File: config.mk
export PLATFORM = sky130hd
export DESIGN_NAME = sclk_park_gate
export DESIGN_NICKNAME = d
export VERILOG_FILES = /design/src/rtl/sclk_park_pkg.sv /design/src/rtl/sclk_park_dp.sv /design/src/rtl/sclk_park_ctrl.sv /design/src/rtl/sclk_park_gate.sv
export SDC_FILE = /design/constraint.sdc
export NUM_CORES = 1
export LEC_CHECK = 0
export BUFFER_PORTS_ARGS = -buffer_cell sky130_fd_sc_hd__buf_2
export CORE_AREA = 10 10 47 49
export CTS_CLUSTER_DIAMETER = 40
export CTS_CLUSTER_SIZE = 10
export DETAILED_ROUTE_END_ITERATION = 12
export DIE_AREA = 0 0 57 59
export GPL_TIMING_DRIVEN = 0
export PLACE_DENSITY = 0.41
export REMOVE_ABC_BUFFERS = 1
export SLEW_MARGIN = 20
export SYNTH_ARGS = -nofsm -noshare
export SYNTH_HDL_FRONTEND = slang
export SYNTH_SLANG_ARGS = --single-unit
File: constraint.sdc
create_clock -name clk -period 0.97 [get_ports clk]
set_input_delay 0.097 -clock clk [delete_from_list [all_inputs] [get_ports clk]]
set_output_delay 0.097 -clock clk [all_outputs]
set_load 0.005 [all_outputs]
File: src/rtl/sclk_park_pkg.sv
package sclk_park_pkg;

  // Gate state: pin parked at rest level or carrying the serial clock.
  typedef enum logic {
    GATE_PARKED  = 1'b0,
    GATE_RUNNING = 1'b1
  } gateState_t;

  // Strobes from control to datapath choosing the next pin value.
  typedef struct packed {
    logic takeSer;   // load pin from registered serial clock
    logic takePark;  // load pin from registered rest level
  } pinStrb_t;

endpackage

File: src/rtl/sclk_park_dp.sv
module sclk_park_dp
  import sclk_park_pkg::*;
(
  input  logic     clk,
  input  logic     rst,
  input  logic     serClk,
  input  logic     fixLvl,
  input  pinStrb_t strb,
  output logic     serNow,
  output logic     serEdge,
  output logic     parkLvl,
  output logic     pinClk
);

  logic serQ;
  logic serPrevQ;
  logic lvlQ;
  logic pinQ;

  always_ff @(posedge clk) begin
    if (rst) begin
      serQ     <= 1'b0;
      serPrevQ <= 1'b0;
      lvlQ     <= fixLvl;
    end else begin
      serQ     <= serClk;
      serPrevQ <= serQ;
      lvlQ     <= fixLvl;
    end
  end

  always_ff @(posedge clk) begin
    if (rst) begin
      pinQ <= fixLvl;
    end else if (strb.takeSer) begin
      pinQ <= serQ;
    end else if (strb.takePark) begin
      pinQ <= lvlQ;
    end
  end

  assign serNow  = serQ;
  assign serEdge = serQ ^ serPrevQ;
  assign parkLvl = lvlQ;
  assign pinClk  = pinQ;

endmodule

File: src/rtl/sclk_park_ctrl.sv
module sclk_park_ctrl
  import sclk_park_pkg::*;
(
  input  logic     clk,
  input  logic     rst,
  input  logic     modeEn,
  input  logic     clkEn,
  input  logic     serNow,
  input  logic     serEdge,
  input  logic     parkLvl,
  output pinStrb_t strb,
  output logic     running
);

  logic       modeQ;
  logic       enQ;
  gateState_t stateQ;
  gateState_t stateNext;

  always_ff @(posedge clk) begin
    if (rst) begin
      modeQ <= 1'b1;
      enQ   <= 1'b0;
    end else begin
      modeQ <= modeEn;
      enQ   <= clkEn;
    end
  end

  // Start on a serial edge that leaves the rest level; stop once the serial
  // clock sits at the rest level, so the pulse in progress completes.
  always_comb begin
    stateNext     = stateQ;
    strb.takeSer  = 1'b0;
    strb.takePark = 1'b0;
    if (!modeQ) begin
      stateNext    = GATE_PARKED;
      strb.takeSer = 1'b1;
    end else if (stateQ == GATE_RUNNING) begin
      strb.takeSer = 1'b1;
      if (!enQ && (serNow == parkLvl)) begin
        stateNext = GATE_PARKED;
      end
    end else if (enQ && serEdge && (serNow != parkLvl)) begin
      stateNext    = GATE_RUNNING;
      strb.takeSer = 1'b1;
    end else begin
      strb.takePark = 1'b1;
    end
  end

  always_ff @(posedge clk) begin
    if (rst) begin
      stateQ <= GATE_PARKED;
    end else begin
      stateQ <= stateNext;
    end
  end

  assign running = (stateQ == GATE_RUNNING);

endmodule

File: src/rtl/sclk_park_gate.sv
module sclk_park_gate
  import sclk_park_pkg::*;
(
  input  logic clk,
  input  logic rst,
  input  logic modeEn,
  input  logic clkEn,
  input  logic fixLvl,
  input  logic serClk,
  output logic pinClk,
  output logic running
);

  pinStrb_t strb;
  logic     serNow;
  logic     serEdge;
  logic     parkLvl;

  sclk_park_ctrl u_ctrl (
    .clk     (clk),
    .rst     (rst),
    .modeEn  (modeEn),
    .clkEn   (clkEn),
    .serNow  (serNow),
    .serEdge (serEdge),
    .parkLvl (parkLvl),
    .strb    (strb),
    .running (running)
  );

  sclk_park_dp u_dp (
    .clk     (clk),
    .rst     (rst),
    .serClk  (serClk),
    .fixLvl  (fixLvl),
    .strb    (strb),
    .serNow  (serNow),
    .serEdge (serEdge),
    .parkLvl (parkLvl),
    .pinClk  (pinClk)
  );

endmodule

Word-level counts from Yosys, hierarchy flattened
Cells that the tools add are included.
W data, S select, Z words.
Word-level totals
  input port bits: 6
  logic and storage cells: 28
  output and inout port bits: 2
  bits in registers: 7
Cells by class
  equal/unequal tests: 2
  reductions and logical operators: 6
  bitwise operators: 2
  muxes and demuxes: 11
Operator list (count)
  $mux W1: 11
  $logic_and A1 B1 Y1: 3
  $reduce_bool A3 Y1: 1
  $reduce_or A2 Y1: 1
  $eq A1 B1 Y1: 1
  $logic_not A1 Y1: 1
  $ne A1 B1 Y1: 1
  $not A1 Y1: 1
  $xor A1 B1 Y1: 1

Logic depth before layout (Yosys ltp)
Gate-level depths: netlist of run 1.
  depth after elaboration: 9
  gate-level depth with buffers: 3
  mapped depth without buffers: 3

By module
From an unflattened synthesis of run 1, not the netlist that was laid out.
Second synthesis, totals
  cell total of the unflattened synthesis: 24
  area total of the unflattened synthesis: 269.0 um^2
Modules (own cells, without submodules)
  sclk_park_dp: area each 138.9 um^2, instances 1, cells an instance 11, sequential area each 90.1 um^2
  sclk_park_ctrl: area each 130.1 um^2, instances 1, cells an instance 13, sequential area each 60.1 um^2

Least setup slack after synthesis of run 1
No wires, ideal clock.
  path kind: register -> register
  from: register u_ctrl.stateQ (netlist: u_ctrl.running)
  to: register u_ctrl.stateQ (netlist: u_ctrl.running)
  arrival: 970 ps
  period minus slack after synthesis: 1061 ps
  cell stages (with the launch flop): 4
  setup slack: -91 ps
  path buffers: 0
  setup time: 91 ps
  required time: 879 ps
  cell sequence: dfxtp_1 -> a21oi_1 -> or3b_1 -> a311oi_1
On the way
  cells in the longest elaborated chain, start to end: 1
RTL lines
  start: declaration: line sclk_park_ctrl.sv:17  | gateState_t stateQ;
  start signal: assignment: line sclk_park_ctrl.sv:56  | stateQ <= stateNext;
  $mux W1: line sclk_park_ctrl.sv:39  | end else if (stateQ == GATE_RUNNING) begin
No other way between the ends.
A chain may end at the register's enable or synchronous reset.

Final worst setup path of run 1
  from: register u_ctrl.enQ
  to: register u_ctrl.stateQ (netlist: u_ctrl.running)
On the way
  cells in the longest elaborated chain, start to end: 4
  elaborated cells on any way between the ends: 7
  classes of those cells: mux: 3; reduce/logical: 4
RTL lines
  start: declaration: line sclk_park_ctrl.sv:16  | logic enQ;
  start signal: assignment: line sclk_park_ctrl.sv:26  | enQ <= clkEn;
  $logic_and A1 B1 Y1 / $logic_not A1 Y1 (equally long branches): line sclk_park_ctrl.sv:44, sclk_park_ctrl.sv:41
  $logic_and A1 B1 Y1, on equally long branches: line sclk_park_ctrl.sv:44, sclk_park_ctrl.sv:41
  $mux W1, on equally long branches: line sclk_park_ctrl.sv:44, sclk_park_ctrl.sv:41
  $mux W1 *: line sclk_park_ctrl.sv:39
Every way passes the cells marked *; elsewhere a longest branch is shown, timed or not.

==> metrics.cfg, run 1 <==
[run_status]
status=complete, but fails checks
violations=negative setup slack

[clock_network]
root_buffer=clkbuf_4
cts_sinks=7
clk_latency_ns=0.25
htree_levels=1
path_clk_slew_ns=0.05
cts_made_buffers=3
clk_path_buf_depth=2
cts_tree=yes

[layout]
area_growth_pct=50.2
final-instance-count-excl-fill=55
final_core_util=0.280
nets=46
fin_area_sq_um=393
drive_above_1_share=0.513
n_antenna_cell=0

[timing]
fmax_ghz=0.970
fin_ws_ns=-0.0608
drv_slew=0
hold_viol_final=0
clock_skew_ns=0.000327
rsz0062_at_grt=true
timing.hold.ws_ns=0.0352
fin_crit_sh=1.06
finalCriticalPeriod_ns=1.03
finalSetupViolCount=2

[placed_design]
dpl_cell_area_sq_um=317
gp_congestion=0.772
numPortBuffers=7
dp_slack_ns=-0.132
dp_cells=48

[logic_synthesis]
synth_top_area_frac=0.459
ys_seq_elements=7
synth_edf_count=1
synth_area_sq_um=262
yosysSeqAreaShare=0.574
synth_cells=25
synth_top_family_by_area=simple AND/OR/NAND/NOR gates
synth-xor-area-share=0
yosysTopAreaCell=dfxtp_1
synthArstFlopShare=0
postSynthAreaPerCell_sq_um=10.5
yosysMostFrequentCell=dfxtp_1
synth_mux_area_frac=0
yosys_warnings=0
synth_fa_ha_area_frac=0
synth_commonest_cells=6 x dfxtp_1, 4 x nor2b_1, 3 x inv_1, 2 x nand3b_1, 2 x o21ai_0
synth_flop_cell=dfxtp_1
synth_compound_area_frac=0.158
yosys-top-cells-area=dfxtp_1 46%, edfxtp_1 11%, nor2b_1 9.6%
synthDistinctLibCells=13
synth-simple-area-share=0.211

[power]
combPwrFrac=0.076
switching_share=0.216
p_seq_frac=0.508
vdd_drop_max_mv=0.374
clock_power_share=0.415
p_leak_nw=0.158
p_int_mw=0.499
cellPowerDensity_nw_per_um2=1620
switching_power_mw=0.138

[grt]
grt_pass1_wl_um=931
antenna_found_initial=0
overflow=0
track_usage=0.0398
grt_pass1_vias=244
grt_max_degree=8

[critical_path]
crit_chain=a21oi_2, or3b_1, a311oi_1
end_kind=register
arrival_ns=1.19
slowest_delay_ns=0.35
ff2ff_path_depth=3
critPathMaxFanout=3
worstSetupPathType=reg -> reg
crit_family=flip-flops
ff2ff_setup_slack_ns=-0.06
crit_buf_inv=0
critPathLaunchType=register
path_depth=3
worstPathRequired_ns=1.13
crit_path_top_delay_cell=dfxtp_2

[routing]
via_count=230
drc=0
viasPerCell=4.18
first_pass_iters=4
wirelength_um=629
drtAntennaViolNets=0
wl_per_cell_um=11.4
drtIter0Drc=3

[die]
die_w_um=57
io_pins=8
coreArea_sq_um=1400
chipHeight_um=59
start_util=0.187
die_area_sq_um=3360
rows=14

[min_path]
hold_path.class=in -> reg
holdPathStages=2

[run]
drv_cap=0

through the flow:
stage / TNS, ns / power [mW]
2_1_floorplan: -0.127 / 0.342
3_3_place_gp: -0.232 / 0.362
3_5_place_dp: -0.245 / 0.364
4_1_cts: -0.104 / 0.645
5_1_grt: -0.149 / 0.674
6_report: -0.0998 / 0.636
registers in the layout (all words and copies together), names as in the netlist:
name and count:
u_ctrl.enQ 1, u_ctrl.modeQ 1, u_ctrl.running 1, u_dp.parkLvl 1, u_dp.pinClk 1, u_dp.serNow 1, u_dp.serPrevQ 1
layer usage:
layer,wire [um],up-vias,GRT usage
met3,61,0,0.0386
met1,274,107,0.0286
met5,0,-,0
li1,-,114,-
met2,293,9,0.0589
met4,0,0,0.0403
cells in the final DEF (no fill, tap or decap):
cell and instances:
buf_2 6, dfxtp_2 4, inv_1 3, nor2b_1 3, clkbuf_4 3, o21ai_0 2
nand3b_1 2, buf_4 2, dfxtp_1 2, nor2b_2 1, a41oi_2 1, a32oi_1 1
a21oi_2 1, or3b_1 1, a311oi_1 1, or2_2 1, clkbuf_1 1, dlygate4sd3_1 1
buf_6 1, edfxtp_1 1, conb_1 1
worst paths after layout:
path / from / to
setup / recovery: u_ctrl.enQ / u_ctrl.running
hold / removal: modeEn / u_ctrl.modeQ
setup reg to reg: u_ctrl.enQ / u_ctrl.running
hold reg to reg: u_ctrl.modeQ / u_ctrl.running
layout make-up:
type                            instances  area (sq um)
Clock buffer                            4          26.3
Multi-Input combinational cell         15           114
Tap cell                               16          20.0
Timing Repair Buffer                   10          66.3
Inverter                                3          11.3
Sequential cell                         7           155
Fill cell                             163          1010
power groups by stage:
stage,logic (mW),registers [mW],clock network (mW)
detailed placement,0.0381,0.326,0
finish,0.0487,0.324,0.264
global route,0.0540,0.323,0.297
CTS,0.0477,0.321,0.276
floorplan,0.0183,0.324,0
global placement,0.0373,0.325,0
cell families (layout without fill, tap and decap cells):
group / count (synthesis) / after routing
flops: 7 / 7
other cells: 1 / 1
buf+inv: 3 / 17
compound gates: 6 / 6
simple gates: 8 / 8
repair_timing:
| item | 4_1_cts | 5_1_grt |
|---|---|---|
| hold buffers | 1 | 0 |
| endpoints found under the setup margin | 2 | 2 |
| pin swaps | 3 | 0 |
| gates resized for setup | 5 | 3 |
| setup buffers | 2 | 0 |
| hold endpoints to repair | 1 | 0 |
Note: power is estimated with default switching activity, not from simulation.
==> inputs of run 2 (changes only) <==
Settings changed: CELL_PAD_IN_SITES_DETAIL_PLACEMENT set to 0, CELL_PAD_IN_SITES_GLOBAL_PLACEMENT set to 1, PLACE_DENSITY 0.41 to 0.5.
Clock period 0.97 ns to 0.9 ns, I/O delays scaled along.
==> run 2 against run 1 <==
  * The flow still finishes with violations (negative setup slack)
  * Design area rose by 0.96%
  * Setup slack got worse by 0.071 ns
  * Sequential power rose by 7.4%
  * Critical path type unchanged
  * Largest power group unchanged
  * Final cell count did not move
  * Core utilization rose by 0.27 points
  * Largest cell class unchanged
==> metrics.cfg, run 2 (synthesis gave the netlist of run 1 again) <==
[run_status]
status=complete, but fails checks
violations=negative setup slack

[grt]
grt_pass1_wl_um=1060  ; +13%
antenna_found_initial=0  ; unchanged
track_usage=0.0432  ; +0.00344
grt_max_degree=8  ; unchanged
overflow=0  ; unchanged
grt_pass1_vias=243  ; -0.41%
top_usage_layer=met2
gr-usage-met3=0.0258  ; -0.0129
grt_use_met2=0.0574  ; -0.00155
use_met1=0.0428  ; +0.0142

[routing]
drtIter0Drc=0  ; -3
wirelength_um=576  ; -8.4%
drtAntennaViolNets=0  ; unchanged
viasPerCell=4.00  ; -4.3%
first_pass_iters=1  ; -3
drc=0  ; unchanged
via_count=220  ; -4.3%
wl_per_cell_um=10.5  ; -8.4%

[critical_path]
worstSetupPathType=reg -> reg
arrival_ns=1.19  ; about the same
crit_chain=a21oi_2, or3b_1, a311oi_1
crit_path_top_delay_cell=dfxtp_2
end_kind=register
worstPathRequired_ns=1.06  ; -0.07 ns
critPathMaxFanout=3  ; unchanged
slowest_delay_ns=0.34  ; about the same
critPathLaunchType=register

[placed_design]
dp_hpwl_um=401
numPortBuffers=7  ; unchanged
gp_congestion=0.687  ; -11%
dp_cells=48  ; unchanged

[clock_network]
cts_made_buffers=3  ; unchanged
clk_latency_ns=0.25  ; about the same
htree_levels=1  ; unchanged
clk_path_buf_depth=2  ; unchanged
path_clk_slew_ns=0.05  ; about the same
cts_sinks=7  ; unchanged
cts_tree=yes
root_buffer=clkbuf_4

[timing]
finalCriticalPeriod_ns=1.03  ; +0.000670 ns
setup_tns_ns=-0.256  ; -0.156 ns
fin_ws_ns=-0.131  ; -0.0707 ns
hold_viol_final=0  ; unchanged
rsz0062_at_grt=true
fmax_ghz=0.969  ; about the same
finalSetupViolCount=2  ; unchanged
timing.hold.ws_ns=0.0290  ; -0.00621 ns
fin_crit_sh=1.15  ; +0.0834
drv_slew=0  ; unchanged
clock_skew_ns=0.00569  ; +0.00536 ns

[layout]
num-fill-cells=156  ; -4.3%
nets=46  ; unchanged
final-instance-count-excl-fill=55  ; unchanged
n_antenna_cell=0  ; unchanged
area_growth_pct=51.7
drive_above_1_share=0.538  ; +0.0256
final_common_cell=buf_2
final_cell_mix=6 x buf_2, 4 x dfxtp_2, 3 x nor2b_1, 3 x clkbuf_4
final_core_util=0.283  ; +0.00268

[run]
drv_cap=0  ; unchanged

[power]
cellPowerDensity_nw_per_um2=1710  ; +5.5%
power_mw=0.678  ; +6.5%
p_leak_nw=0.159  ; +0.64%
vdd_drop_max_mv=0.676  ; +81%

[die]
io_pins=8  ; unchanged
chipHeight_um=59  ; unchanged
start_util=0.187  ; unchanged
die_w_um=57  ; unchanged
rows=14  ; unchanged
die_area_sq_um=3360  ; unchanged
coreArea_sq_um=1400  ; unchanged

[min_path]
hold_path.class=in -> reg

[run 2: cell types whose count changed in the layout (fill, tap and decap cells not counted)]
| cell | delta |
|---|---|
| buf_6 | +1 |
| inv_2 | +1 |
| inv_1 | -1 |
| buf_4 | -1 |
[run 2: what timing repair did]
item / CTS / global route
endpoints found under the hold margin: 1 / 0
buffers inserted: 2 / 0
cloned: 0 / 0
gates resized for setup: 8 / 2
hold buffers: 1 / 0
setup endpoints to repair: 2 / 3
pin swaps: 3 / 0
[run 2: report_power, final]
| group | internal [mW] | switching (mW) | total, mW |
|---|---|---|---|
| Clock | 0.169 | 0.108 | 0.277 |
| Combinational | 0.0332 | 0.0202 | 0.0534 |
| Sequential | 0.336 | 0.0116 | 0.348 |
| Total | 0.538 | 0.140 | 0.678 |
[run 2: area by class of cell]
type | instances | area (sq um) | area share
clock buffers | 4 | 26.3 | 0.0662
inverters | 3 | 11.3 | 0.0284
multi-input cells | 15 | 114 | 0.287
flip-flops and latches | 7 | 155 | 0.391
well taps | 16 | 20.0 | 0.0505
repair buffers | 10 | 70.1 | 0.177
[run 2: routing by layer]
layer,part of all wire,wire [um]
met5,0,0
met4,0,0
met3,0.042,24
met2,0.47,273
met1,0.48,278
[run 2: metrics by stage]
step	setup WS (ns)	area [sq um]
after CTS	-0.129	390
after global placement	-0.205	317
after floorplan	-0.161	262
after global routing	-0.211	397
after detailed placement	-0.211	317
final	-0.131	397
[run 2: path summary, 6_finish.rpt]
| kind | from | cells after the start | slack (ns) | to |
|---|---|---|---|---|
| max reg2reg | u_dp.serPrevQ | 3 | -0.13 | u_ctrl.running |
| min reg2reg | u_ctrl.modeQ | 2 | 0.46 | u_ctrl.running |
| max | u_dp.serPrevQ | 3 | -0.13 | u_ctrl.running |
| min | modeEn | 2 | 0.03 | u_ctrl.modeQ |
[run 2: critical path: cells and delay by family, from the launching register on]
kind,cells,cell delay (ns)
and+or+nand+nor,1,0.34
AOI/OAI and AO/OA,2,0.25
DFF,1,0.34
==> inputs of run 3 (changes only) <==
Settings changed: CTS_CLUSTER_SIZE 10 to 25, TNS_END_PERCENT set to 20.
==> run 3 against run 2 <==
  * The run still ends with negative setup slack left
  * Power is 0.18% lower
  * Non-clock buffer count stayed put
  * Clock skew hardly changed
  * Sequential power hardly changed
  * Final cell count stayed put
  * Combinational power is 0.7% lower
  * Hold slack stayed put
  * Critical path type unchanged
  * Highest routed layer unchanged
==> metrics.cfg, run 3 (synthesis gave the netlist of run 1 again) <==
[run_status]
status=complete, but fails checks
violations=negative setup slack

[run]
drv_cap=0  ; unchanged

[routing]
drc=0  ; unchanged
wl_per_cell_um=10.5  ; unchanged
wirelength_um=576  ; unchanged
drtIter0Drc=0  ; unchanged
viasPerCell=4.00  ; unchanged
drtAntennaViolNets=0  ; unchanged
first_pass_iters=1  ; unchanged
via_count=220  ; unchanged

[power]
combPwrFrac=0.078  ; about the same
p_int_mw=0.537  ; about the same
switching_power_mw=0.139  ; -0.54%
p_seq_frac=0.512  ; about the same
clock_power_share=0.409  ; about the same
p_leak_nw=0.159  ; -0.46%
switching_share=0.206  ; -0.000759
cellPowerDensity_nw_per_um2=1720  ; +0.78%
vdd_drop_max_mv=0.676  ; about the same

[critical_path]
arrival_ns=1.18  ; about the same
end_kind=register
crit_buf_inv=0  ; unchanged
worstSetupPathType=reg -> reg
critPathMaxFanout=3  ; unchanged
crit_chain=a21oi_1, or3b_1, a311oi_1
crit_path_top_delay_cell=or3b_1
worstPathRequired_ns=1.06  ; about the same
crit_family=simple AND/OR/NAND/NOR gates
critPathLaunchType=register
slowest_delay_ns=0.34  ; about the same

[timing]
fin_crit_sh=1.14  ; -0.00290
clock_skew_ns=0.00577  ; +0.0000766 ns
setup_tns_ns=-0.249  ; +0.00696 ns
fmax_ghz=0.972  ; +0.25%
timing.hold.ws_ns=0.0290  ; unchanged
fin_ws_ns=-0.129  ; +0.00261 ns
rsz0062_at_grt=true
finalCriticalPeriod_ns=1.03  ; -0.00261 ns
drv_slew=0  ; unchanged
finalSetupViolCount=2  ; unchanged
hold_viol_final=0  ; unchanged

[grt]
antenna_found_initial=0  ; unchanged
grt_pass1_vias=243  ; unchanged
grt_max_degree=8  ; unchanged
track_usage=0.0432  ; unchanged
overflow=0  ; unchanged
grt_pass1_wl_um=1060  ; unchanged

[die]
io_pins=8  ; unchanged
coreArea_sq_um=1400  ; unchanged
die_area_sq_um=3360  ; unchanged
rows=14  ; unchanged
start_util=0.187  ; unchanged
chipHeight_um=59  ; unchanged
die_w_um=57  ; unchanged

[placed_design]
dp_slack_ns=-0.211  ; unchanged
dp_hpwl_um=401  ; unchanged
gp_congestion=0.687  ; unchanged
numPortBuffers=7  ; unchanged

[clock_network]
cts_sinks=7  ; unchanged
clk_latency_ns=0.25  ; about the same
htree_levels=1  ; unchanged
cts_made_buffers=3  ; unchanged
root_buffer=clkbuf_4
cts_tree=yes
path_clk_slew_ns=0.05  ; about the same
clk_path_buf_depth=2  ; unchanged

[layout]
final_cell_mix=6 x buf_2, 4 x dfxtp_2, 3 x nor2b_1, 3 x clkbuf_4
final_core_util=0.280  ; -0.00268
final_common_cell=buf_2
drive_above_1_share=0.513  ; -0.0256
area_growth_pct=50.2
n_antenna_cell=0  ; unchanged
nets=46  ; unchanged

[min_path]
hold_path.class=in -> reg

## run 3: cell counts in the layout (fill, tap and decap cells not counted)
Identical to the previous run, type by type.
## run 3: metal layers
metal,part of all wire,vias up,global-route usage
met5,0,-,0
met4,0,0,0.0503
met3,0.042,0,0.0258
met2,0.48,7,0.0574
met1,0.48,99,0.0428
li1,-,114,-
## run 3: final cells by class
class / count / area, sq um
clock buffer: 4 / 26.3
fill: 158 / 1010
inverter: 3 / 11.3
multi-input combinational: 15 / 110
sequential: 7 / 155
tap: 16 / 20.0
timing repair buffer: 10 / 70.1
## run 3: power groups by stage
stage,Sequential [mW],Combinational [mW],Clock [mW]
after floorplan,0.349,0.0197,0
after global placement,0.350,0.0400,0
after detailed placement,0.350,0.0408,0
after CTS,0.346,0.0530,0.299
after global routing,0.349,0.0619,0.317
final,0.347,0.0530,0.277
## run 3: worst paths after layout
| kind | from | to | slack [ns] | depth (start not counted) |
|---|---|---|---|---|
| worst max register to register | u_dp.serPrevQ | u_ctrl.running | -0.13 | 3 |
| worst max-delay path | u_dp.serPrevQ | u_ctrl.running | -0.13 | 3 |
| worst min register to register | u_ctrl.modeQ | u_ctrl.running | 0.46 | 2 |
| worst min-delay path | modeEn | u_ctrl.modeQ | 0.03 | 2 |
## run 3: metrics by stage
step,area [sq um],std cells,total power [mW]
final,393,55,0.677
after CTS,390,55,0.698
after floorplan,262,25,0.368
after global placement,317,48,0.390
after global routing,393,55,0.728
after detailed placement,317,48,0.391
## run 3: timing repair
action	in CTS	in global routing
setup endpoints to repair	2	3
cloned	0	0
hold buffers	1	0
gates resized for setup	8	1
pin swaps	3	0
endpoints found under the hold margin	1	0
setup buffers	2	0
